**config.mk**
```make
export PLATFORM = sky130hd
export DESIGN_NAME = serial_mem_slave
export DESIGN_NICKNAME = d
export VERILOG_FILES = /design/src/rtl/sms_pkg.sv /design/src/rtl/sms_bus_sync.sv /design/src/rtl/sms_sda_drive.sv /design/src/rtl/sms_byte_engine.sv /design/src/rtl/serial_mem_slave.sv
export SDC_FILE = /design/constraint.sdc
export NUM_CORES = 1
export LEC_CHECK = 0
export BUFFER_PORTS_ARGS = -buffer_cell sky130_fd_sc_hd__clkbuf_2
export CORE_ASPECT_RATIO = 1.5
export CORE_MARGIN = 2
export CORE_UTILIZATION = 59
export CTS_BUF_LIST = sky130_fd_sc_hd__clkbuf_8
export DETAILED_ROUTE_END_ITERATION = 16
export PLACE_DENSITY = 0.82
export SKIP_CTS_REPAIR_TIMING = 1
export SYNTH_ARGS = -nofsm -noshare
export SYNTH_HDL_FRONTEND = slang
export SYNTH_SLANG_ARGS = --single-unit
```
**constraint.sdc**
```tcl
create_clock -name clk -period 2.57 [get_ports clk]
set_clock_uncertainty 0.1 [all_clocks]
set_input_delay 0.514 -clock clk [delete_from_list [all_inputs] [get_ports clk]]
set_output_delay 0.514 -clock clk [all_outputs]
set_load 0.02 [all_outputs]
```
**src/rtl/sms_pkg.sv**
```systemverilog
package sms_pkg;
  typedef enum logic [2:0] {
    PH_IDLE,
    PH_CTRL,
    PH_ADDR,
    PH_WDATA,
    PH_RDATA
  } phase_e;

  typedef struct packed {
    logic scl;
    logic sda;
    logic scl_rise;
    logic scl_fall;
    logic start;
    logic stop;
  } bus_evt_t;
endpackage

```
**src/rtl/sms_bus_sync.sv**
```systemverilog
module sms_bus_sync #(
  parameter int STAGES = 2
) (
  input  logic             clk,
  input  logic             rst_n,
  input  logic             scl_i,
  input  logic             sda_i,
  output sms_pkg::bus_evt_t evt
);
  logic [STAGES-1:0] scl_q, sda_q;
  logic              scl_p, sda_p;
  logic              scl_s, sda_s;

  assign scl_s = scl_q[STAGES-1];
  assign sda_s = sda_q[STAGES-1];

  always_ff @(posedge clk or negedge rst_n) begin
    if (!rst_n) begin
      scl_q <= '1;
      sda_q <= '1;
      scl_p <= 1'b1;
      sda_p <= 1'b1;
    end else begin
      scl_q <= {scl_q[STAGES-2:0], scl_i};
      sda_q <= {sda_q[STAGES-2:0], sda_i};
      scl_p <= scl_s;
      sda_p <= sda_s;
    end
  end

  always_comb begin
    evt.scl      = scl_s;
    evt.sda      = sda_s;
    evt.scl_rise = scl_s & ~scl_p;
    evt.scl_fall = ~scl_s & scl_p;
    evt.start    = scl_s & scl_p & sda_p & ~sda_s;
    evt.stop     = scl_s & scl_p & ~sda_p & sda_s;
  end
endmodule

```
**src/rtl/sms_sda_drive.sv**
```systemverilog
module sms_sda_drive #(
  parameter int HOLD = 4
) (
  input  logic clk,
  input  logic rst_n,
  input  logic fall,
  input  logic nxt_low,
  input  logic rel_now,
  input  logic scl_hi,
  output logic oe
);
  localparam int CW = $clog2(HOLD + 1);

  logic [CW-1:0] cnt;
  logic          pend;

  always_ff @(posedge clk or negedge rst_n) begin
    if (!rst_n) begin
      cnt  <= '0;
      pend <= 1'b0;
      oe   <= 1'b0;
    end else if (rel_now) begin
      cnt  <= '0;
      pend <= 1'b0;
      oe   <= 1'b0;
    end else if (fall) begin
      cnt  <= CW'(HOLD);
      pend <= nxt_low;
    end else if (cnt != '0) begin
      cnt <= cnt - 1'b1;
      if (cnt == CW'(1)) oe <= pend;
    end
  end

  // the line is never pulled low while the clock is high
  a_r12_pull_in_low_phase: assert property (@(posedge clk) disable iff (!rst_n)
    $rose(oe) |-> !scl_hi);

  // no change in the cycle right after a falling clock
  a_r12_hold_after_fall: assert property (@(posedge clk) disable iff (!rst_n)
    fall && !rel_now |=> $stable(oe));
endmodule

```
**src/rtl/sms_byte_engine.sv**
```systemverilog
module sms_byte_engine #(
  parameter int          ADDR_W   = 8,
  parameter logic [3:0]  DEV_CODE = 4'b1010
) (
  input  logic              clk,
  input  logic              rst_n,
  input  sms_pkg::bus_evt_t evt,
  input  logic              busy_i,
  output logic [ADDR_W-1:0] rd_addr,
  input  logic [7:0]        rd_data,
  output logic              wr_valid,
  input  logic              wr_ready,
  output logic [ADDR_W-1:0] wr_addr,
  output logic [7:0]        wr_data,
  output logic              wr_commit,
  output logic              nxt_low,
  output logic              rel_now
);
  import sms_pkg::*;

  phase_e            ph;
  logic [2:0]        bitc;
  logic [6:0]        sh;
  logic [7:0]        tx;
  logic              ack_slot, ack_me, rd_sel, got_data;
  logic [ADDR_W-1:0] ptr;
  logic [7:0]        byte_in;
  logic              rx_ph, take, last_bit;

  assign byte_in  = {sh, evt.sda};
  assign rx_ph    = (ph == PH_CTRL) || (ph == PH_ADDR) || (ph == PH_WDATA);
  assign take     = wr_valid & wr_ready;
  assign last_bit = (bitc == 3'd7);
  assign rd_addr  = ptr;
  assign rel_now  = evt.start | evt.stop;

  always_comb begin
    nxt_low = 1'b0;
    if (ack_slot && rx_ph) nxt_low = ack_me;
    else if (!ack_slot && ph == PH_RDATA) nxt_low = ~tx[7];
  end

  always_ff @(posedge clk or negedge rst_n) begin
    if (!rst_n) begin
      ph        <= PH_IDLE;
      bitc      <= '0;
      sh        <= '0;
      tx        <= '1;
      ack_slot  <= 1'b0;
      ack_me    <= 1'b0;
      rd_sel    <= 1'b0;
      got_data  <= 1'b0;
      ptr       <= '0;
      wr_valid  <= 1'b0;
      wr_addr   <= '0;
      wr_data   <= '0;
      wr_commit <= 1'b0;
    end else begin
      wr_commit <= 1'b0;
      if (take) wr_valid <= 1'b0;
      if (evt.start) begin
        ph       <= PH_CTRL;
        bitc     <= '0;
        ack_slot <= 1'b0;
        ack_me   <= 1'b0;
        got_data <= 1'b0;
      end else if (evt.stop) begin
        ph        <= PH_IDLE;
        ack_slot  <= 1'b0;
        ack_me    <= 1'b0;
        wr_commit <= got_data;
        got_data  <= 1'b0;
      end else if (evt.scl_rise && ph != PH_IDLE) begin
        if (!ack_slot) begin
          bitc <= bitc + 1'b1;
          sh   <= byte_in[6:0];
          if (ph == PH_RDATA) tx <= {tx[6:0], 1'b1};
          if (last_bit) begin
            ack_slot <= 1'b1;
            if (ph == PH_CTRL) begin
              ack_me <= (byte_in[7:4] == DEV_CODE) && !busy_i;
              rd_sel <= byte_in[0];
            end else if (ph == PH_ADDR) begin
              ack_me <= !busy_i;
              if (!busy_i) ptr <= byte_in[ADDR_W-1:0];
            end else if (ph == PH_WDATA) begin
              if (!busy_i && (!wr_valid || take)) begin
                ack_me   <= 1'b1;
                wr_valid <= 1'b1;
                wr_addr  <= ptr;
                wr_data  <= byte_in;
                ptr      <= ptr + 1'b1;
                got_data <= 1'b1;
              end else begin
                ack_me <= 1'b0;
              end
            end
          end
        end else begin
          ack_slot <= 1'b0;
          ack_me   <= 1'b0;
          bitc     <= '0;
          if (ph == PH_RDATA) begin
            if (!evt.sda) begin
              tx  <= rd_data;
              ptr <= ptr + 1'b1;
            end else begin
              ph <= PH_IDLE;
            end
          end else if (!ack_me) begin
            ph <= PH_IDLE;
          end else if (ph == PH_CTRL) begin
            if (rd_sel) begin
              ph  <= PH_RDATA;
              tx  <= rd_data;
              ptr <= ptr + 1'b1;
            end else begin
              ph <= PH_ADDR;
            end
          end else if (ph == PH_ADDR) begin
            ph <= PH_WDATA;
          end
        end
      end
    end
  end

  // a foreign device code is never acknowledged
  a_r3_foreign_code_nack: assert property (@(posedge clk) disable iff (!rst_n)
    evt.scl_rise && ph == PH_CTRL && !ack_slot && last_bit &&
    byte_in[7:4] != DEV_CODE |=> !ack_me);

  // a byte completed while busy is not acknowledged
  a_r8_busy_silent: assert property (@(posedge clk) disable iff (!rst_n)
    $rose(ack_slot) && ph != PH_RDATA && $past(busy_i) |-> !ack_me);

  // an offered beat holds until it is taken
  a_r10_beat_held: assert property (@(posedge clk) disable iff (!rst_n)
    wr_valid && !wr_ready |=> wr_valid && $stable(wr_data) && $stable(wr_addr));

  // commit is a single-cycle pulse backed by a forwarded beat
  a_r7_commit_pulse: assert property (@(posedge clk) disable iff (!rst_n)
    wr_commit |-> $past(got_data) && !got_data);
endmodule

```
**src/rtl/serial_mem_slave.sv**
```systemverilog
module serial_mem_slave #(
  parameter int         ADDR_W      = 8,
  parameter int         SYNC_STAGES = 2,
  parameter int         HOLD_CYC    = 4,
  parameter logic [3:0] DEV_CODE    = 4'b1010
) (
  input  logic              clk,
  input  logic              rst_n,
  input  logic              scl_i,
  input  logic              sda_i,
  output logic              sda_oe,
  input  logic              busy_i,
  output logic [ADDR_W-1:0] rd_addr,
  input  logic [7:0]        rd_data,
  output logic              wr_valid,
  input  logic              wr_ready,
  output logic [ADDR_W-1:0] wr_addr,
  output logic [7:0]        wr_data,
  output logic              wr_commit
);
  sms_pkg::bus_evt_t evt;
  logic              nxt_low, rel_now;

  sms_bus_sync #(.STAGES(SYNC_STAGES)) u_sync (
    .clk   (clk),
    .rst_n (rst_n),
    .scl_i (scl_i),
    .sda_i (sda_i),
    .evt   (evt)
  );

  sms_byte_engine #(.ADDR_W(ADDR_W), .DEV_CODE(DEV_CODE)) u_eng (
    .clk       (clk),
    .rst_n     (rst_n),
    .evt       (evt),
    .busy_i    (busy_i),
    .rd_addr   (rd_addr),
    .rd_data   (rd_data),
    .wr_valid  (wr_valid),
    .wr_ready  (wr_ready),
    .wr_addr   (wr_addr),
    .wr_data   (wr_data),
    .wr_commit (wr_commit),
    .nxt_low   (nxt_low),
    .rel_now   (rel_now)
  );

  sms_sda_drive #(.HOLD(HOLD_CYC)) u_drv (
    .clk     (clk),
    .rst_n   (rst_n),
    .fall    (evt.scl_fall),
    .nxt_low (nxt_low),
    .rel_now (rel_now),
    .scl_hi  (evt.scl),
    .oe      (sda_oe)
  );
endmodule

```
==> results.py, run 1 <==
metrics = {
    "global_route": {
        "gr-usage-met3_pct": 8.12,
        "grt-ovfl-total": 0,
        "met1_usage_pct": 27.1,
        "grt_pass1_vias": 2086,
        "antenna_found_initial": 0,
        "met2_usage_pct": 39.1,
        "grt_pass1_wl_um": 9760,
        "grt.total_usage_pct": 24.0,
        "grt.busiest_layer": "met2",
        "grt_max_degree": 25,
    },
    "critical_path": {
        "r2r_cells": 8,
        "r2r_slack_ns": 0.32,
        "cp_max_fo": 15,
        "worstSetupPathType": "reg -> reg",
        "cp.arrival_ns": 2.42,
        "reg2reg_from": "u_eng.bitc[0]$_DFFE_PN0P_",
        "crit_required_ns": 2.73,
        "cp-start-kind": "register",
        "rr_endpoint": "u_eng.rd_addr[7]$_DFFE_PN0P_",
        "end_kind": "register",
    },
    "timing": {
        "fin_tns_setup_ns": 0,
        "fmax_mhz": 444,
        "finalCritPeriodShare_pct": 87.7,
        "hold_ws_ns": 0.0375,
        "rsz0062_at_grt": "false",
        "min_period_ns": 2.25,
        "slew-limit-headroom_pct": 57.8,
        "finalHoldViolCount": 0,
        "drv_slew": 0,
        "tightest_slew_ns": 0.631,
        "setup_viol": 0,
    },
    "placement": {
        "io_buffers": 40,
        "dp_hpwl_um": 4130,
        "gp_congestion": 0.905,
        "placed_cell_area_um2": 3270,
    },
    "layout": {
        "post-route-util_pct": 70.9,
        "layout-drive-gt1-share_pct": 33.3,
        "nets": 333,
        "fillCellCount": 371,
        "area.growth.synth_to_final_pct": 15.2,
        "final_area_um2": 3440,
        "antenna_cells": 0,
    },
    "synth": {
        "ys_warn_count": 0,
        "synth_fp_nets": 288,
        "yosys.area.top_type_share_pct": 40.2,
        "synthCells": 268,
        "synth_area_leaders": "dfrtp_1, dfstp_2, mux2_2",
        "synth_most_common_cell": "dfrtp_1",
        "synth_cell_types": 48,
        "async_flop_share_pct": 100,
        "synthesis.area_um2": 2990,
        "synth-edff-count": 0,
        "yosys-top-cells-count": "dfrtp_1, nand2_1, nor2_1",
        "synth.largest_area_cell": "dfrtp_1",
        "syn_area_per_cell_um2": 11.1,
        "ys.flop_type": "dfrtp_1",
        "ys_ff_latch": 62,
        "ys_seq_area_share_pct": 52.6,
    },
    "min_path": {
        "hold_class": "in -> async",
    },
    "routing": {
        "route.vias.total": 2163,
        "dr.pass1.iters": 5,
        "initialDrtViolationCount": 95,
        "ant_nets": 0,
        "via_per_inst": 5.63,
        "avgRoutedWirePerCell_um": 15.3,
        "drc_errors": 0,
        "wl_um": 5880,
    },
    "clock_network": {
        "cts_num_sinks": 62,
        "cts_buffer_depth": 2,
        "root_buffer": "clkbuf_8",
        "h-tree-depth": 3,
        "cts_made_buffers": 9,
        "clock_latency_ns": 0.34,
        "cts_tree": "built",
        "clk_pin_slew_ns": 0.06,
    },
    "floorplan": {
        "placementRows": 31,
        "ios": 41,
        "start_util_pct": 61.6,
        "fp.dieW_um": 62.1,
        "core_area_um2": 4850,
        "die-area_um2": 5660,
        "dieHeight_um": 91.1,
    },
    "power_and_ir_drop": {
        "ir_drop_v": 0.000487,
        "power.density_nw_per_um2": 648,
        "p_leak_nw": 1.66,
    },
    "job": {
        "maxCapViolations": 0,
    },
    "status": {
        "status": "finished clean",
    },
}
==> cell usage in the layout (no fill, tap or decap), types with 3 or more instances in the layout <==
master	n
a21oi_1	17
buf_4	6
clkbuf_2	40
clkbuf_8	11
dfrtp_1	48
dfstp_2	14
ha_1	6
inv_1	8
mux2_2	16
mux2_4	9
mux2i_1	10
nand2_1	24
nand2b_1	8
nand3_1	6
nor2_1	20
nor2b_1	6
nor3_1	5
nor3b_1	4
o21ai_0	19
o22ai_1	4
or3_1	3
xnor2_1	3
==> layer usage <==
metal,vias up,share of wire [%]
met5,-,0
met4,0,2.3
met3,11,4.6
met2,53,53
met1,1061,40
li1,1038,-
==> cell families after synthesis <==
group | count (synthesis) | share of synthesized area [%]
multiplexers | 35 | 13.9
adder cells (fa/ha/maj) | 6 | 2.51
XOR/XNOR | 3 | 0.880
buffers and inverters | 17 | 2.68
AO/OA/AOI/OAI | 54 | 10.9
flip-flops | 62 | 52.6
AND/OR/NAND/NOR | 91 | 16.5
==> worst max-delay path by stage <==
stage	endpoint	cells past startpoint	slack, ns	startpoint
after CTS	u_eng.rd_addr[7]$_DFFE_PN0P_	8	0.31	u_eng.bitc[0]$_DFFE_PN0P_
after floorplan	u_eng.rd_addr[0]$_DFFE_PN0P_	7	0.27	u_eng.bitc[0]$_DFFE_PN0P_
after global routing	u_eng.rd_addr[7]$_DFFE_PN0P_	8	0.12	u_eng.bitc[0]$_DFFE_PN0P_
after global placement	u_eng.rd_addr[0]$_DFFE_PN0P_	7	0.37	u_eng.bitc[0]$_DFFE_PN0P_
final	u_eng.rd_addr[7]$_DFFE_PN0P_	8	0.32	u_eng.bitc[0]$_DFFE_PN0P_
after detailed placement	u_eng.rd_addr[0]$_DFFE_PN0P_	7	0.33	u_eng.bitc[0]$_DFFE_PN0P_
==> sequential cells by signal, indices dropped and copies added (netlist names), 2 cells and up <==
register       flops
u_eng.sh           7
u_eng.bitc         3
u_eng.rd_addr      8
u_sync.scl_q       2
u_drv.cnt          3
u_eng.tx           8
u_sync.sda_q       2
u_eng.ph           3
u_eng.wr_addr      8
u_eng.wr_data      8
==> metrics by stage <==
stage,total power [mW],cells,setup slack [ns]
2_1_floorplan,1.39,268,0.275
3_3_place_gp,1.49,368,0.366
3_5_place_dp,1.52,368,0.332
4_1_cts,2.26,384,0.306
5_1_grt,2.36,384,0.117
6_report,2.23,384,0.315
==> layout make-up <==
type | instances | area [µm²] | share of cell area, %
Multi-Input combinational cell | 189 | 1340 | 38.9
Timing Repair Buffer | 47 | 265 | 7.71
Inverter | 4 | 15.0 | 0.437
Clock buffer | 11 | 151 | 4.40
Tap cell | 66 | 82.6 | 2.40
Clock inverter | 5 | 20.0 | 0.582
Sequential cell | 62 | 1570 | 45.6
==> power breakdown <==
part | switching [mW] | internal (mW) | total, mW
combinational | 0.148 | 0.151 | 0.299
clock | 0.342 | 0.386 | 0.728
sequential | 0.119 | 1.08 | 1.20
==> worst max-delay path, cell delays in order (launching register included) <==
cell,delay [ns]
dfrtp_1,0.37
ha_1,0.16
ha_1,0.22
nand2b_1,0.08
a2111o_1,0.39
a211oi_2,0.26
buf_4,0.23
a21boi_1,0.20
a2bb2oi_1,0.17
Power figures use the tool's default switching activity.
==> inputs of run 2 (changes only) <==
--- a/config.mk
+++ b/config.mk
@@ -9,7 +9,7 @@
 export CORE_ASPECT_RATIO = 1.5
 export CORE_MARGIN = 2
 export CORE_UTILIZATION = 59
-export CTS_BUF_LIST = sky130_fd_sc_hd__clkbuf_8
+export CTS_BUF_LIST = sky130_fd_sc_hd__clkbuf_4 sky130_fd_sc_hd__clkbuf_8
 export DETAILED_ROUTE_END_ITERATION = 16
 export PLACE_DENSITY = 0.82
 export SKIP_CTS_REPAIR_TIMING = 1
==> results.py, run 2 (same netlist as run 1, synthesis figures left out) <==
metrics = {
    "critical_path": {
        "cp.arrival_ns": 2.43,
        "worstSetupPathType": "reg -> reg",
        "rr_endpoint": "u_eng.rd_addr[7]$_DFFE_PN0P_",
        "crit_start": "u_eng.bitc[0]$_DFFE_PN0P_",
        "cp-start-kind": "register",
        "crit_path_end": "u_eng.rd_addr[7]$_DFFE_PN0P_",
        "reg2reg_from": "u_eng.bitc[0]$_DFFE_PN0P_",
        "r2r_cells": 8,
        "cp_max_fo": 15,
        "crit_required_ns": 2.74,
        "end_kind": "register",
        "r2r_slack_ns": 0.31,
    },
    "timing": {
        "slew-limit-headroom_pct": 57.6,
        "setup_ws_ns": 0.307,
        "drv_slew": 0,
        "fin_tns_setup_ns": 0,
        "tightest_slew_ns": 0.634,
        "fmax_mhz": 442,
        "min_period_ns": 2.26,
        "setup_viol": 0,
        "finalHoldViolCount": 0,
        "finalCritPeriodShare_pct": 88.0,
        "rsz0062_at_grt": "false",
    },
    "layout": {
        "layout-drive-gt1-share_pct": 34.6,
        "antenna_cells": 0,
        "area.growth.synth_to_final_pct": 15.7,
        "stdcell_count": 384,
        "final_cell_mix": "dfrtp_1, clkbuf_2, nand2_1",
        "nets": 333,
        "mostFrequentLayoutCell": "dfrtp_1",
    },
    "routing": {
        "avgRoutedWirePerCell_um": 15.1,
        "dr.pass1.iters": 4,
        "route.vias.total": 2171,
        "drc_errors": 0,
        "ant_nets": 0,
        "via_per_inst": 5.65,
        "initialDrtViolationCount": 80,
        "wl_um": 5810,
    },
    "clock_network": {
        "cts_tree": "built",
        "root_buffer": "clkbuf_8",
        "h-tree-depth": 3,
        "cts_made_buffers": 9,
        "clock_latency_ns": 0.35,
        "cts_num_sinks": 62,
        "cts_buffer_depth": 2,
        "clk_pin_slew_ns": 0.06,
    },
    "placement": {
        "pre_cts_slack_ns": 0.332,
        "io_buffers": 40,
        "gp_congestion": 0.905,
        "dp_hpwl_um": 4130,
        "dpl.cell_count": 368,
    },
    "floorplan": {
        "die-area_um2": 5660,
        "placementRows": 31,
        "fp.dieW_um": 62.1,
        "start_util_pct": 61.6,
        "core_area_um2": 4850,
        "dieHeight_um": 91.1,
        "ios": 41,
    },
    "global_route": {
        "grt.total_usage_pct": 23.8,
        "grt_pass1_vias": 2088,
        "antenna_found_initial": 0,
        "grt_max_degree": 25,
        "grt_pass1_wl_um": 9680,
        "grt-ovfl-total": 0,
    },
    "status": {
        "status": "finished clean",
    },
    "job": {
        "maxCapViolations": 0,
    },
    "power_and_ir_drop": {
        "p_leak_nw": 1.65,
        "ir_drop_v": 0.000499,
        "power.density_nw_per_um2": 662,
    },
    "min_path": {
        "hold_class": "in -> async",
    },
}
[run 2: cell count changes in the layout (fill, tap and decap cells not counted), sizes merged]
cell    delta
inv        -4
clkbuf     +4
[run 2: worst min-delay path by stage]
stage          slack, ns                 startpoint                         to
2_1_floorplan       0.12                      rst_n   u_drv.cnt[0]$_DFFE_PN0P_
3_3_place_gp        0.25  u_sync.scl_q[0]$_DFF_PN1_  u_sync.scl_q[1]$_DFF_PN1_
3_5_place_dp        0.25  u_sync.sda_q[0]$_DFF_PN1_  u_sync.sda_q[1]$_DFF_PN1_
4_1_cts             0.03                      rst_n   u_drv.cnt[1]$_DFFE_PN0P_
5_1_grt             0.05                      rst_n   u_drv.cnt[0]$_DFFE_PN0P_
6_report            0.03                      rst_n   u_drv.cnt[1]$_DFFE_PN0P_
[run 2: metrics by stage]
| stage | cell area [µm²] | hold slack [ns] | utilization, % | total power [mW] |
|---|---|---|---|---|
| 6_report | 3450 | 0.0290 | 71.3 | 2.29 |
| 3_3_place_gp | 3270 | 0.246 | 67.4 | 1.49 |
| 5_1_grt | 3450 | 0.0523 | 71.3 | 2.42 |
| 3_5_place_dp | 3270 | 0.247 | 67.4 | 1.52 |
| 2_1_floorplan | 2990 | 0.118 | - | 1.39 |
| 4_1_cts | 3450 | 0.0329 | 71.3 | 2.31 |
[run 2: cell type report]
type / instances / area [µm²]
repair buffers: 47 / 265
multi-input cells: 189 / 1340
clock inverters: 1 / 5.00
well taps: 66 / 82.6
fillers: 364 / 1390
inverters: 4 / 15.0
clock buffers: 15 / 181
flip-flops and latches: 62 / 1570
[run 2: report_power, final]
| part | switching (mW) | leakage, nW | internal [mW] | total (mW) |
|---|---|---|---|---|
| Combinational | 0.147 | 0.769 | 0.151 | 0.298 |
| Sequential | 0.116 | 0.783 | 1.08 | 1.20 |
| Clock | 0.345 | 0.101 | 0.445 | 0.790 |
[run 2: layer usage]
| layer | track usage, % | vias up | part of all wire (%) |
|---|---|---|---|
| li1 | - | 1040 | - |
| met1 | 27.3 | 1076 | 40 |
| met2 | 37.9 | 43 | 53 |
| met3 | 8.55 | 12 | 4.2 |
| met4 | 11.2 | 0 | 2.7 |
| met5 | 0 | - | 0 |
[run 2: worst max-delay path: stages (launching register included)]
cell and delay, ns:
dfrtp_1 0.37, ha_1 0.16, ha_1 0.22, nand2b_1 0.08, a2111o_1 0.40, a211oi_2 0.26, buf_4 0.23, a21boi_1 0.20
a2bb2oi_1 0.17
